[config.mk]
export PLATFORM = sky130hd
export DESIGN_NAME = owr_reset_presence
export DESIGN_NICKNAME = d
export VERILOG_FILES = /design/src/rtl/owr_pkg.sv /design/src/rtl/owr_sync2.sv /design/src/rtl/owr_us_tick.sv /design/src/rtl/owr_phase_seq.sv /design/src/rtl/owr_reset_presence.sv
export SDC_FILE = /design/constraint.sdc
export NUM_CORES = 1
export LEC_CHECK = 0
export BUFFER_PORTS_ARGS = -buffer_cell sky130_fd_sc_hd__buf_2
export CAP_MARGIN = 25
export CORE_MARGIN = 5
export CORE_UTILIZATION = 66
export CTS_BUF_LIST = sky130_fd_sc_hd__clkbuf_4 sky130_fd_sc_hd__clkbuf_8
export CTS_CLUSTER_SIZE = 20
export DETAILED_ROUTE_END_ITERATION = 12
export PLACE_DENSITY = 0.87
export SYNTH_ARGS = -nofsm -noshare
export SYNTH_HDL_FRONTEND = slang
export SYNTH_SLANG_ARGS = --single-unit
[constraint.sdc]
create_clock -name clk -period 6.45 [get_ports clk]
set_input_delay 0.9675 -clock clk [delete_from_list [all_inputs] [get_ports clk]]
set_output_delay 0.9675 -clock clk [all_outputs]
set_load 0.01 [all_outputs]
[src/rtl/owr_pkg.sv]
package owr_pkg;

  typedef enum logic [1:0] {
    PH_IDLE   = 2'd0,
    PH_RESET  = 2'd1,
    PH_SETTLE = 2'd2,
    PH_WINDOW = 2'd3
  } owr_phase_e;

  function automatic int unsigned max3(input int unsigned a, input int unsigned b,
                                       input int unsigned c);
    int unsigned m;
    m = (a > b) ? a : b;
    return (m > c) ? m : c;
  endfunction

endpackage

[src/rtl/owr_sync2.sv]
module owr_sync2 (
  input  logic clk,
  input  logic rst_n,
  input  logic async_i,
  output logic sync_o
);
  logic meta_q;
  logic stable_q;

  // Both stages reset to the released (pulled-up) level.
  always_ff @(posedge clk) begin
    if (!rst_n) begin
      meta_q   <= 1'b1;
      stable_q <= 1'b1;
    end else begin
      meta_q   <= async_i;
      stable_q <= meta_q;
    end
  end

  assign sync_o = stable_q;

  AST_SYNC_LATENCY: assert property (@(posedge clk) disable iff (!rst_n)
    $past(rst_n, 2) |-> (sync_o == $past(async_i, 2))) else $error("sync latency");
endmodule

[src/rtl/owr_us_tick.sv]
module owr_us_tick #(
  parameter int unsigned CLK_PER_US = 50
) (
  input  logic clk,
  input  logic rst_n,
  input  logic clr_i,
  input  logic run_i,
  output logic tick_o
);
  localparam int unsigned CW = (CLK_PER_US > 1) ? $clog2(CLK_PER_US) : 1;
  localparam logic [CW-1:0] LAST = CW'(CLK_PER_US - 1);

  logic [CW-1:0] cnt_q;

  // The counter realigns on an accepted start so that the first tick lands
  // exactly CLK_PER_US edges after the start edge.
  always_ff @(posedge clk) begin
    if (!rst_n || clr_i) begin
      cnt_q <= '0;
    end else if (run_i) begin
      cnt_q <= (cnt_q == LAST) ? '0 : cnt_q + 1'b1;
    end
  end

  assign tick_o = run_i && (cnt_q == LAST);

  generate
    if (CLK_PER_US > 1) begin : g_spacing
      AST_TICK_SPACING: assert property (@(posedge clk) disable iff (!rst_n)
        tick_o |=> !tick_o) else $error("tick spacing");
    end
  endgenerate
endmodule

[src/rtl/owr_phase_seq.sv]
module owr_phase_seq
  import owr_pkg::*;
#(
  parameter int unsigned RESET_US  = 500,
  parameter int unsigned SETTLE_US = 60,
  parameter int unsigned WINDOW_US = 240
) (
  input  logic clk,
  input  logic rst_n,
  input  logic start_i,
  input  logic tick_i,
  input  logic bus_s_i,
  output logic accept_o,
  output logic busy_o,
  output logic drive_low_o,
  output logic done_o,
  output logic no_presence_o
);
  localparam int unsigned MAXLEN = max3(RESET_US, SETTLE_US, WINDOW_US);
  localparam int unsigned UW     = $clog2(MAXLEN + 1);

  owr_phase_e      phase_q;
  logic [UW-1:0]   us_q;
  logic [UW-1:0]   len_m1;
  logic            flag_q;
  logic            result_q;
  logic            done_q;
  logic            phase_end;

  always_comb begin
    unique case (phase_q)
      PH_RESET:  len_m1 = UW'(RESET_US - 1);
      PH_SETTLE: len_m1 = UW'(SETTLE_US - 1);
      PH_WINDOW: len_m1 = UW'(WINDOW_US - 1);
      default:   len_m1 = '0;
    endcase
  end

  assign accept_o  = (phase_q == PH_IDLE) && start_i;
  assign phase_end = tick_i && (phase_q != PH_IDLE) && (us_q == len_m1);

  always_ff @(posedge clk) begin
    if (!rst_n) begin
      phase_q  <= PH_IDLE;
      us_q     <= '0;
      flag_q   <= 1'b1;
      result_q <= 1'b0;
      done_q   <= 1'b0;
    end else begin
      done_q <= 1'b0;
      if (accept_o) begin
        phase_q  <= PH_RESET;
        us_q     <= '0;
        flag_q   <= 1'b1;
        result_q <= 1'b0;
      end else if (tick_i && phase_q != PH_IDLE) begin
        if (phase_end) begin
          us_q <= '0;
          unique case (phase_q)
            PH_RESET:  phase_q <= PH_SETTLE;
            PH_SETTLE: phase_q <= PH_WINDOW;
            PH_WINDOW: begin
              phase_q  <= PH_IDLE;
              done_q   <= 1'b1;
              result_q <= flag_q & bus_s_i;
            end
            default:   phase_q <= PH_IDLE;
          endcase
        end else begin
          us_q <= us_q + 1'b1;
          if (phase_q == PH_WINDOW) flag_q <= flag_q & bus_s_i;
        end
      end
    end
  end

  assign busy_o        = (phase_q != PH_IDLE);
  assign drive_low_o   = (phase_q == PH_RESET);
  assign done_o        = done_q;
  assign no_presence_o = result_q;

  AST_DONE_SINGLE: assert property (@(posedge clk) disable iff (!rst_n)
    done_o |=> !done_o) else $error("done width");
  AST_DONE_AFTER_BUSY: assert property (@(posedge clk) disable iff (!rst_n)
    done_o |-> (!busy_o && $past(busy_o))) else $error("done placement");
  AST_RESULT_HOLD: assert property (@(posedge clk) disable iff (!rst_n)
    (!busy_o && !start_i) |=> $stable(no_presence_o)) else $error("result hold");
  AST_BUSY_START_IGNORED: assert property (@(posedge clk) disable iff (!rst_n)
    (busy_o && start_i && !phase_end) |=> (busy_o && $stable(phase_q))) else $error("restart");
endmodule

[src/rtl/owr_reset_presence.sv]
module owr_reset_presence #(
  parameter int unsigned CLK_PER_US = 50,
  parameter int unsigned RESET_US   = 500,
  parameter int unsigned SETTLE_US  = 60,
  parameter int unsigned WINDOW_US  = 240
) (
  input  logic clk,
  input  logic rst_n,
  input  logic start_i,
  input  logic bus_i,
  output logic drive_low_o,
  output logic busy_o,
  output logic done_o,
  output logic no_presence_o
);
  logic bus_s;
  logic tick;
  logic accept;

  owr_sync2 u_sync (
    .clk     (clk),
    .rst_n   (rst_n),
    .async_i (bus_i),
    .sync_o  (bus_s)
  );

  owr_us_tick #(.CLK_PER_US(CLK_PER_US)) u_tick (
    .clk    (clk),
    .rst_n  (rst_n),
    .clr_i  (accept),
    .run_i  (busy_o),
    .tick_o (tick)
  );

  owr_phase_seq #(
    .RESET_US  (RESET_US),
    .SETTLE_US (SETTLE_US),
    .WINDOW_US (WINDOW_US)
  ) u_seq (
    .clk           (clk),
    .rst_n         (rst_n),
    .start_i       (start_i),
    .tick_i        (tick),
    .bus_s_i       (bus_s),
    .accept_o      (accept),
    .busy_o        (busy_o),
    .drive_low_o   (drive_low_o),
    .done_o        (done_o),
    .no_presence_o (no_presence_o)
  );

  AST_DRIVE_ONLY_BUSY: assert property (@(posedge clk) disable iff (!rst_n)
    drive_low_o |-> busy_o) else $error("drive outside sequence");
  AST_RELEASE_KEEPS_BUSY: assert property (@(posedge clk) disable iff (!rst_n)
    $fell(drive_low_o) |-> busy_o) else $error("release ended sequence");
  AST_START_DRIVES: assert property (@(posedge clk) disable iff (!rst_n)
    (!busy_o && start_i) |=> (drive_low_o && !no_presence_o)) else $error("start");
endmodule

* After elaboration in Yosys (flattened, before gate mapping)
Cells that the tools add are included.
** Cells by class
- Add/subtract/negate cells :: 2
- Eq/ne operators :: 5
- Muxes and demuxes :: 8
- Bitwise operators :: 4
- Reduce and logical (&&, ||, !) cells :: 16
** Operator list (count)
- $pmux W9 S3 :: 1
- $add A9 B1 Y9 const B :: 1
- $eq A9 B9 Y1 :: 1
- $mux W9 :: 1
- $add A6 B1 Y6 const B :: 1
- $eq A6 B6 Y1 const B :: 1
- $mux W6 :: 1
- $reduce_and A3 Y1 :: 2
- $reduce_bool A2 Y1 :: 3
- $eq A2 B2 Y1 const B :: 2
- $logic_and A1 B1 Y1 :: 4
- $mux W1 :: 4
- $pmux W2 S2 :: 1
- $reduce_and A2 Y1 :: 2
- $reduce_or A4 Y1 :: 1
- $not A1 Y1 :: 3
- $eq A2 B1 Y1 const B :: 1
- $logic_not A2 Y1 :: 1
- $reduce_or A2 Y1 :: 1
- $and A1 B1 Y1 :: 1
- $logic_not A1 Y1 :: 1
- $logic_or A1 B1 Y1 :: 1
** Word-level totals
- Bits in registers :: 22
- Bits of input ports :: 4
- Output and inout bits :: 4
- Word-level logic and storage cells :: 44

* Logic depth before layout (Yosys ltp)
Gate-level depths: netlist of the first run.
- Depth after elaboration :: 7
- Gate-level depth with buffers :: 9
- Gate-level depth less buffers :: 7

* Cells and area by module
From an unflattened synthesis of the first run, not the netlist that was laid out.
** Second synthesis, totals
- Cell total of the unflattened synthesis :: 123
- Area total of the unflattened synthesis :: 1119.8 sq um
** By module, submodules not included
- owr_phase_seq :: instances 1, cells an instance 87, area an instance 767.0 sq um, sequential area each 280.3 sq um
- owr_us_tick :: instances 1, cells an instance 32, area an instance 300.3 sq um, sequential area each 120.1 sq um
- owr_sync2 :: instances 1, cells an instance 4, area an instance 52.6 sq um, sequential area each 40.0 sq um

* Least setup slack after synthesis of the first run
OpenSTA, ideal clock, no wires.
- Kind :: register to register
- Start :: reg u_seq.phase_q[0]
- End :: reg u_seq.result_q (netlist: u_seq.no_presence_o)
- Data arrival time :: 2104 ps
- Data required time :: 6380 ps
- Slack :: 4276 ps
- Stages on the path, launching flop included :: 9
- Clock period less this slack :: 2174 ps
- Cell sequence :: dfxtp_1 > inv_1 > ha_1 > buf_6 > or4b_4 > nor2_4 > nand4_4 > or3_1 > a21oi_1
** On the way
- Longest elaborated chain between the ends :: 5
- Elaborated cells between the ends (all ways) :: 13
** RTL lines
- start, declared :: line owr_phase_seq.sv:22 : owr_phase_e phase_q;
- start signal, assigned :: line owr_phase_seq.sv:44 : phase_q <= PH_IDLE;
- start signal, assigned :: line owr_phase_seq.sv:52 : phase_q <= PH_RESET;
- start signal, assigned :: line owr_phase_seq.sv:60 : PH_RESET: phase_q <= PH_SETTLE;
- $eq A2 B2 Y1 (tied with other cells) :: line owr_phase_seq.sv:31, owr_phase_seq.sv:59
- $pmux W9 S3 / $logic_and A1 B1 Y1 (equally long branches) :: line owr_phase_seq.sv:31, owr_us_tick.sv:25
- $eq A9 B9 Y1 / $logic_and A1 B1 Y1 (equally long branches) :: line owr_phase_seq.sv:40, owr_phase_seq.sv:56
- $logic_and A1 B1 Y1 :: line owr_phase_seq.sv:40 : assign phase_end = tick_i && (phase_q != PH_IDLE) && (us_q == len_m1);
- $reduce_and A3 Y1 (no source line)
- end signal, assigned :: line owr_phase_seq.sv:65 : result_q <= flag_q & bus_s_i;
- end, declared :: line owr_phase_seq.sv:26 : logic result_q;
Several ways; a longest one is shown, not always the timed one.
A chain may end at the register's enable or synchronous reset.

* Worst setup path in the final report of the first run
- Start :: reg u_seq.phase_q[1]
- End :: reg u_seq.result_q (netlist: u_seq.no_presence_o)
Same word-level chain as after synthesis.

==> run summary, run 1 <==
The run finished with clean final reports. The tools report the endpoint of the worst hold-timing path as u_sync.sync_o. The share of synthesized flip-flops with an asynchronous set or reset was 0%. After floorplanning, the core was divided into 15 placement rows. Peak fanout along the critical path: 10. The worst setup path is launched from a flop.

The region available for standard cell placement spans 1670 µm². The number of enable flip-flop cells after synthesis is 0. The worst path buffer plus inverter count works out to 1. The tightest min-delay check is of the flop to flop type. Setup total negative slack on the finished layout was measured at 0 ps. The worst setup path is captured at a flop.

The synthesized area per cell was 9.21 µm². In this run the cell area of the synthesized design comes to 1120 µm². The floorplan step set the die width to 51.3 µm. Cells fill 72.9% of the core in the end. The startpoint identified for the worst register-to-register timing path is u_seq.phase_q[1]. The number of failing setup endpoints in the final timing report is 0. TritonCTS built the clock tree. The maximum number of buffers from clock root to sink is 2, and the depth of the worst hold-timing path is 1.

The kind of cell adding the most delay to the critical path was simple AND/OR/NAND/NOR gates. The worst stage delay on the critical path works out to 600 ps. Global routing finished with a remaining overflow of 0. The placed instances occupy a cell area of 1160 µm². Critical hold path startpoint: u_sync.meta_q.

The logs give 24 for the count of routing violations after the opening detailed-route iteration and 22 for the number of clock sinks seen by CTS. Buffers placed on the I/O ports in this run total 7. Clock-pin slew was measured on the worst setup and hold paths at 130 ps. Gates resized during post-CTS repair numbered 0.

Standard cell with the maximum stage delay on the critical path: or4b_4. The signal on the critical path passes through inv_1, ha_1, or4b_4, nor2_4, nand4_4, or3_1, a21oi_1. For the total number of yosys warnings, the log shows 0. In the post-synthesis netlist, the biggest area contributors are dfxtp_1 39%, ha_1 10%, xor2_1 7.8%.

For the total CTS buffers, the log shows 3. Synthesis produced a netlist with a net count of 135. 8 I/O pins were placed. The logs give 0.000499 µW for the leakage power and 0 for the number of buffers added to fix hold violations after cts. The first detailed-routing pass took 6 iterations. The logs give 0 for the max-slew violation total from the final report and 2650 ps for the arrival time reported for the critical path endpoint. The critical path required time was 6700 ps; the level count of the clock H-tree was 1. The run gives 145 as the final net count. For the pin with the worst max-slew slack, the measured transition is 449 ps.

In the synthesized netlist the dominant register cell turns out to be dfxtp_1. For the initial antenna violation count, the log shows 0. The smallest clock period supported by the final layout is computed as 2400 ps.

Entering global routing, the biggest net connects 14 pins. For this block, the routed nets add up to 2180 µm of wire. In the final routed layout, each cell accounts on average for 14.7 µm. The run gives 434 ps as the worst hold slack across all endpoints. Post-synthesis sequential area ratio: 39.2%. Timing would allow up to 416 MHz. The number of antenna diodes in the final layout is 0.

The count of nets left with antenna violations once routing finished came out at 0. Measured against its own limit, the worst slew margin works out to 69.8%. Clock tree synthesis selected as its root buffer the cell clkbuf_4.

Setup repair after global routing left no endpoint under its margin. Once detailed placement completed, the half-perimeter wirelength came to 1620 µm. Worst vdd rail ir drop: 0.000149 V. The post-synthesis instance total came out at 122.

The area share of the largest cell type after synthesis was 39.2%. For the summed area of non-filler cells in the final layout, the log shows 1220 µm². The start-to-end type of the worst setup path is flop to flop. The synthesized design contains 22 register bits. The growth of design area from synthesis to finish is 8.35%, and the total vias in the final route is 883. Dividing total power by cell area gives a power density of 215 nW/µm². From bottom edge to top edge, the die measures 51.3 µm.

The congestion estimate from routability-driven global placement came to 0.852. The clock arrives with 8.06 ps of skew. Across all register-to-register paths, the minimum setup slack is 4050 ps.

The number of cell instances on the worst register-to-register path works out to 7. For the global-route wire length before repair, the log shows 3730 µm. The tools report the area of the die as 2630 µm². Max-cap violations in this run came to 0.

The total routing usage reported by global routing is 19.1%. The initial utilization of the core area, before any placement, comes to 67.3%. In the final layout, the share of cells above drive strength 1 is 11.5%. Clock latency on the worst-skew pair, taken at its later pin, is 310 ps.

Counting distinct cell types in the post-synthesis netlist gives 31. Once the clock tree was built, the setup fixing pass inserted 0 buffers. The via count of the first global-routing pass came out at 877. Vias per cell: 5.97. The worst register-to-register path ends at u_seq.no_presence_o.

Share of the cycle needed by the critical path after routing: 37.2%. Of all cell types, the one taking the most synthesized area is dfxtp_1. The logs give 0 for the count of endpoints failing hold in the final timing report and 0 for the detailed-route DRC error count.
==> metal layers <==
| layer | track usage, % | part of all wire, % | up-vias |
|---|---|---|---|
| met5 | 0 | 0 | - |
| met4 | 11.4 | 3.6 | 0 |
| met1 | 21.7 | 42 | 399 |
| met3 | 3.21 | 5.6 | 14 |
| li1 | - | - | 434 |
| met2 | 33.0 | 49 | 36 |
==> flip-flops by register name, indices dropped and copies added (netlist names) <==
signal	flops
u_seq.us_q	9
u_sync.sync_o	1
u_sync.meta_q	1
u_seq.phase_q	2
u_seq.no_presence_o	1
u_seq.flag_q	1
u_seq.done_o	1
u_tick.cnt_q	6
==> synthesized netlist by cell type (2+ instances only) <==
library cell / instances
nor2b_1: 2
dfxtp_1: 22
xnor2_1: 6
nand2b_1: 2
nor2_1: 16
mux2i_1: 3
xor2_1: 10
a21oi_1: 3
nor3_1: 4
and3_1: 2
nand2_1: 8
ha_1: 9
nand4_1: 4
nand3_1: 9
inv_1: 6
==> stage by stage <==
| step | setup WS, ps | std cells | total power, µW |
|---|---|---|---|
| 3_3_place_gp | 4220 | 144 | 159 |
| 2_1_floorplan | 4280 | 122 | 156 |
| 3_5_place_dp | 4130 | 144 | 160 |
| 4_1_cts | 4080 | 148 | 262 |
| 5_1_grt | 3930 | 148 | 272 |
| 6_report | 4050 | 148 | 262 |
==> cell usage in the layout (no fill, tap or decap), drive strengths merged, types with 2 or more instances in the layout <==
cell | netlist | layout
nor3 | 4 | 4
mux2i | 3 | 3
xor2 | 10 | 10
inv | 6 | 6
and3 | 2 | 2
buf | 1 | 7
nor2 | 17 | 17
nand2b | 2 | 2
dfxtp | 22 | 22
a21oi | 3 | 3
nand4 | 5 | 5
nand3 | 9 | 9
xnor2 | 6 | 6
nor2b | 2 | 2
clkbuf | 1 | 3
nand2 | 8 | 8
ha | 9 | 9
==> area by class of cell <==
type,count,area [µm²]
Multi-Input combinational cell,92,646
Tap cell,17,21.3
Fill cell,120,453
Clock buffer,3,22.5
Inverter,6,22.5
Timing Repair Buffer,7,35.0
Clock inverter,1,30.0
Sequential cell,22,440
==> where the power goes <==
group	switching [µW]	internal [µW]	leakage, µW
Clock	41.7	62.8	0.0000279
Sequential	1.73	138	0.000178
Combinational	11.6	6.59	0.000293
Total	55.0	207	0.000499
==> logic make-up after synthesis <==
family                   after synthesis  synth area share (%)
AND/OR/NAND/NOR                       56                  27.6
flip-flops                            22                  39.2
XOR/XNOR                              16                  12.5
multiplexers                           3                  2.67
adder cells (fa/ha/maj)                9                  10.0
buffers and inverters                  8                  3.34
AO/OA/AOI/OAI                          8                  4.68
==> how the worst max path moves through the flow <==
stage | start | end | slack, ps | depth (start not counted)
after floorplan | u_seq.phase_q[0] | u_seq.no_presence_o | 4280 | 8
after detailed placement | u_seq.phase_q[0] | u_seq.no_presence_o | 4130 | 7
final | u_seq.phase_q[1] | u_seq.no_presence_o | 4050 | 7
after global placement | u_seq.phase_q[0] | u_seq.no_presence_o | 4220 | 7
after CTS | u_seq.phase_q[0] | u_seq.no_presence_o | 4080 | 7
after global routing | u_seq.phase_q[0] | u_seq.no_presence_o | 3930 | 7
Note: power is estimated with default switching activity, not from simulation.
==> inputs of run 2 (changes only) <==
--- a/config.mk
+++ b/config.mk
@@ -8,11 +8,11 @@
 export BUFFER_PORTS_ARGS = -buffer_cell sky130_fd_sc_hd__buf_2
 export CAP_MARGIN = 25
 export CORE_MARGIN = 5
-export CORE_UTILIZATION = 66
+export CORE_UTILIZATION = 61
 export CTS_BUF_LIST = sky130_fd_sc_hd__clkbuf_4 sky130_fd_sc_hd__clkbuf_8
 export CTS_CLUSTER_SIZE = 20
 export DETAILED_ROUTE_END_ITERATION = 12
-export PLACE_DENSITY = 0.87
+export PLACE_DENSITY = 0.81
 export SYNTH_ARGS = -nofsm -noshare
 export SYNTH_HDL_FRONTEND = slang
 export SYNTH_SLANG_ARGS = --single-unit
==> constraint.sdc (replaced) <==
create_clock -name clk -period 2.3 [get_ports clk]
set_input_delay 0.345 -clock clk [delete_from_list [all_inputs] [get_ports clk]]
set_output_delay 0.345 -clock clk [all_outputs]
set_load 0.01 [all_outputs]
==> run summary, run 2 (synthesis gave the netlist of run 1 again) <==
The number of placed instances with taps included is 154 (was 144), and the arrival time reported for the critical path endpoint is 2420 ps (was 2650 ps). The leakage power was 0.000504 µW (was 0.000499 µW). Count of endpoints failing hold in the final timing report: 0 (unchanged). The antenna diode count is 0 (unchanged), and the register-to-register path setup slack is 130 ps (was 4050 ps). The area of the core is 1750 µm² (was 1670 µm²), and the height of the die is 52.9 µm (was 51.3 µm). Standard cell with the maximum stage delay on the critical path: or4b_4 (unchanged).

The maximum number of pins on one net before global-route repair is 13 (was 14). For the routability-driven placement congestion ratio, the log shows 0.818 (was 0.852). The endpoint kind of the worst setup timing path was a flop (unchanged). The average wire length per cell after detail routing came out at 13.6 µm (was 14.7 µm).

The tools report the terminus of the critical flop-to-flop path as u_seq.no_presence_o (unchanged). Setup repair after global routing left no endpoint under its margin. Largest registers: u_seq.us_q x9, u_tick.cnt_q x6, u_seq.phase_q x2 (unchanged). The starting density of the core was 64.4% (was 67.3%). The register with the most flip-flops is u_seq.us_q (unchanged).

The peak fanout along the critical path is 7 (was 10). The number of top-level pins is 8 (unchanged), and the setup TNS is 0 ps (unchanged). The flip-flop count of the largest register after layout is 9 (unchanged), and the worst setup slack before clock tree synthesis is 82.7 ps (was 4130 ps).

The tools report the portion of total power attributed to combinational logic as 8.2% (was 7.0%). The total CTS buffers came out at 3 (unchanged). The tools report the area of the die as 2800 µm² (was 2630 µm²). TritonCTS built the clock tree.

The HPWL reported at the end of detailed placement is 1660 µm (was 1620 µm). The tools report the detailed-route DRC error count as 0 (unchanged). For the clock network fraction of design power, the log shows 32.6% (was 39.9%). Design internal power: 503 µW (was 207 µW).

The number of iterations in the first detailed-routing pass came out at 4 (was 6). The growth of design area from synthesis to finish is 10.5% (was 8.35%), and the share of the cycle needed by the critical path after routing is 94.2% (was 37.2%). Global-route wire length before repair: 4000 µm (was 3730 µm). The critical hold path startpoint is bus_i (was u_sync.meta_q). Number of cell instances on the worst register-to-register path: 7 (unchanged).

Transition time at the pin with the least slew margin: 301 ps (was 449 ps). The logs give 157 µW (was 55.0 µW) for the switching component of the power and 79.4% (was 69.8%) for the relative slew slack. The worst vdd rail ir drop was 0.000330 V (was 0.000149 V); the net switching fraction of the power was 23.8% (was 21.0%).

For the critical path required time, the log shows 2560 ps (was 6700 ps). Commonest cells after routing, fill and taps aside: 20 x dfxtp_1, 16 x nor2_1, 10 x xor2_1 (was 22 x dfxtp_1, 16 x nor2_1, 10 x xor2_1). The max-slew violation total from the final report came out at 0 (unchanged). For the maximum number of buffers from clock root to sink, the log shows 2 (unchanged). The tools report the kind of start point of the critical path as a flop (unchanged).

The row count was 15 (unchanged). Beginning of the worst register-to-register path: u_seq.phase_q[0] (was u_seq.phase_q[1]). The most common cell after layout, fill and taps aside was dfxtp_1 (unchanged). The share of layout cells above drive strength 1 was 16.5% (was 11.5%). For the final clock skew, the log shows 10.7 ps (was 8.06 ps).

The flow ran to the end, and the final reports show no timing, DRC or antenna violations. The logs give 310 ps (about the same) for the worst-skew pair later-pin latency and 885 (was 877) for the via count of the first global-routing pass. Endpoint of the worst hold-timing path: u_sync.meta_q (was u_sync.sync_o). The initial antenna violation count is 0 (unchanged), and the final net count is 147 (was 145). The power per standard cell area was 532 nW/µm² (was 215 nW/µm²); the total routing usage reported by global routing was 19.7% (was 19.1%).

The depth of the worst hold-timing path is 2 (was 1), and the remaining antenna violation count after routing is 0 (unchanged). The count of max-cap constraint violations was 0 (unchanged); the number of failing setup endpoints in the final timing report was 0 (unchanged). The vias per cell is 5.52 (was 5.97), and the total congestion overflow is 0 (unchanged).

The logs give 22 (unchanged) for the number of clock sinks seen by CTS and 71.1% (was 72.9%) for the utilization of the core after routing. The die boundary width works out to 52.9 µm (was 51.3 µm). The count of routing violations after the opening detailed-route iteration is 6 (was 24). The post-layout minimum cycle time was 2170 ps (was 2400 ps); the level count of the clock H-tree was 1 (unchanged). The sequential fraction of design power was 59.2% (was 53.2%).

The root buffer cell was clkbuf_4 (unchanged). The run gives 158 (was 148) as the final cell count without fillers. Number of setup buffers added after CTS: 0 (unchanged).

The start-to-end type of the worst setup path is flop to flop (unchanged). The port buffer count is 7 (unchanged). The clock edge transition at the registers on the reported setup and hold paths is 130 ps (about the same).

The type of the tightest min-delay check is input pin to flop (was flop to flop). The peak clock frequency supported by timing was 461 MHz (was 416 MHz). CP cell instances: inv_1, ha_1, or4b_4, nor2_4, nand4_4, or3_1, a21oi_1 (unchanged).

The final worst setup slack was 133 ps (was 4050 ps); the worst stage delay on the critical path was 560 ps (was 600 ps). For the total detailed-routing wirelength, the log shows 2150 µm (was 2180 µm). The logs give 872 (was 883) for the total vias in the final route and 133 (was 120) for the number of fillers in the final layout.
## run 2: cell count changes in the layout (fill, tap and decap cells not counted)
cell,previous run,this run
and3_1,2,1
and3_2,0,1
nor3_2,0,1
dfxtp_1,22,20
dfxtp_2,0,2
bufinv_16,1,0
clkbuf_8,0,1
nor4b_1,1,0
buf_4,0,2
nor3_1,4,3
nor4b_2,0,1
## run 2: metal layers
metal	GRT usage [%]	up-vias	wire length, µm	part of all wire [%]
li1	-	437	-	-
met1	23.4	419	960	45
met2	34.7	11	1110	52
met3	3.38	5	50	2.3
met4	7.66	0	31	1.4
met5	0	-	0	0
## run 2: worst max-delay path by stage
stage / startpoint / to
2_1_floorplan: u_seq.phase_q[0] / u_seq.no_presence_o
3_3_place_gp: u_seq.phase_q[0] / u_seq.no_presence_o
3_5_place_dp: u_seq.phase_q[0] / u_seq.no_presence_o
4_1_cts: u_seq.phase_q[0] / u_seq.no_presence_o
5_1_grt: u_seq.phase_q[0] / u_seq.no_presence_o
6_report: u_seq.phase_q[0] / u_seq.no_presence_o
## run 2: area by class of cell
| cell class | count | area [µm²] | share of cell area (%) |
|---|---|---|---|
| Tap cell | 25 | 31.3 | 2.52 |
| Sequential cell | 22 | 443 | 35.7 |
| Multi-Input combinational cell | 92 | 658 | 53.0 |
| Clock buffer | 4 | 36.3 | 2.92 |
| Timing Repair Buffer | 9 | 50.0 | 4.03 |
| Inverter | 6 | 22.5 | 1.81 |
## run 2: power groups by stage
stage          registers [µW]  logic (µW)  clock network [µW]
6_report                  391        54.1                 215
5_1_grt                   392        60.6                 239
4_1_cts                   391        52.9                 217
3_5_place_dp              399        52.3                   0
3_3_place_gp              399        50.2                   0
2_1_floorplan             398        38.3                   0
## run 2: critical path: cells and delay by family (launching register included)
kind	cells	cell delay [ps]
AND/OR/NAND/NOR	4	1260
flip-flops	1	400
adder cells (fa/ha/maj)	1	220
AO/OA/AOI/OAI	1	140
buffers and inverters	1	80
## run 2: per-stage QoR
step	hold slack (ps)	total power (µW)	area [µm²]
final	200	660	1240
after CTS	200	661	1230
after global placement	397	449	1190
after floorplan	386	436	1120
after global routing	201	692	1240
after detailed placement	402	452	1190
## run 2: repair_timing
action	4_1_cts	5_1_grt
setup endpoints to repair	0	6
hold buffers	0	0
gates resized for setup	0	5
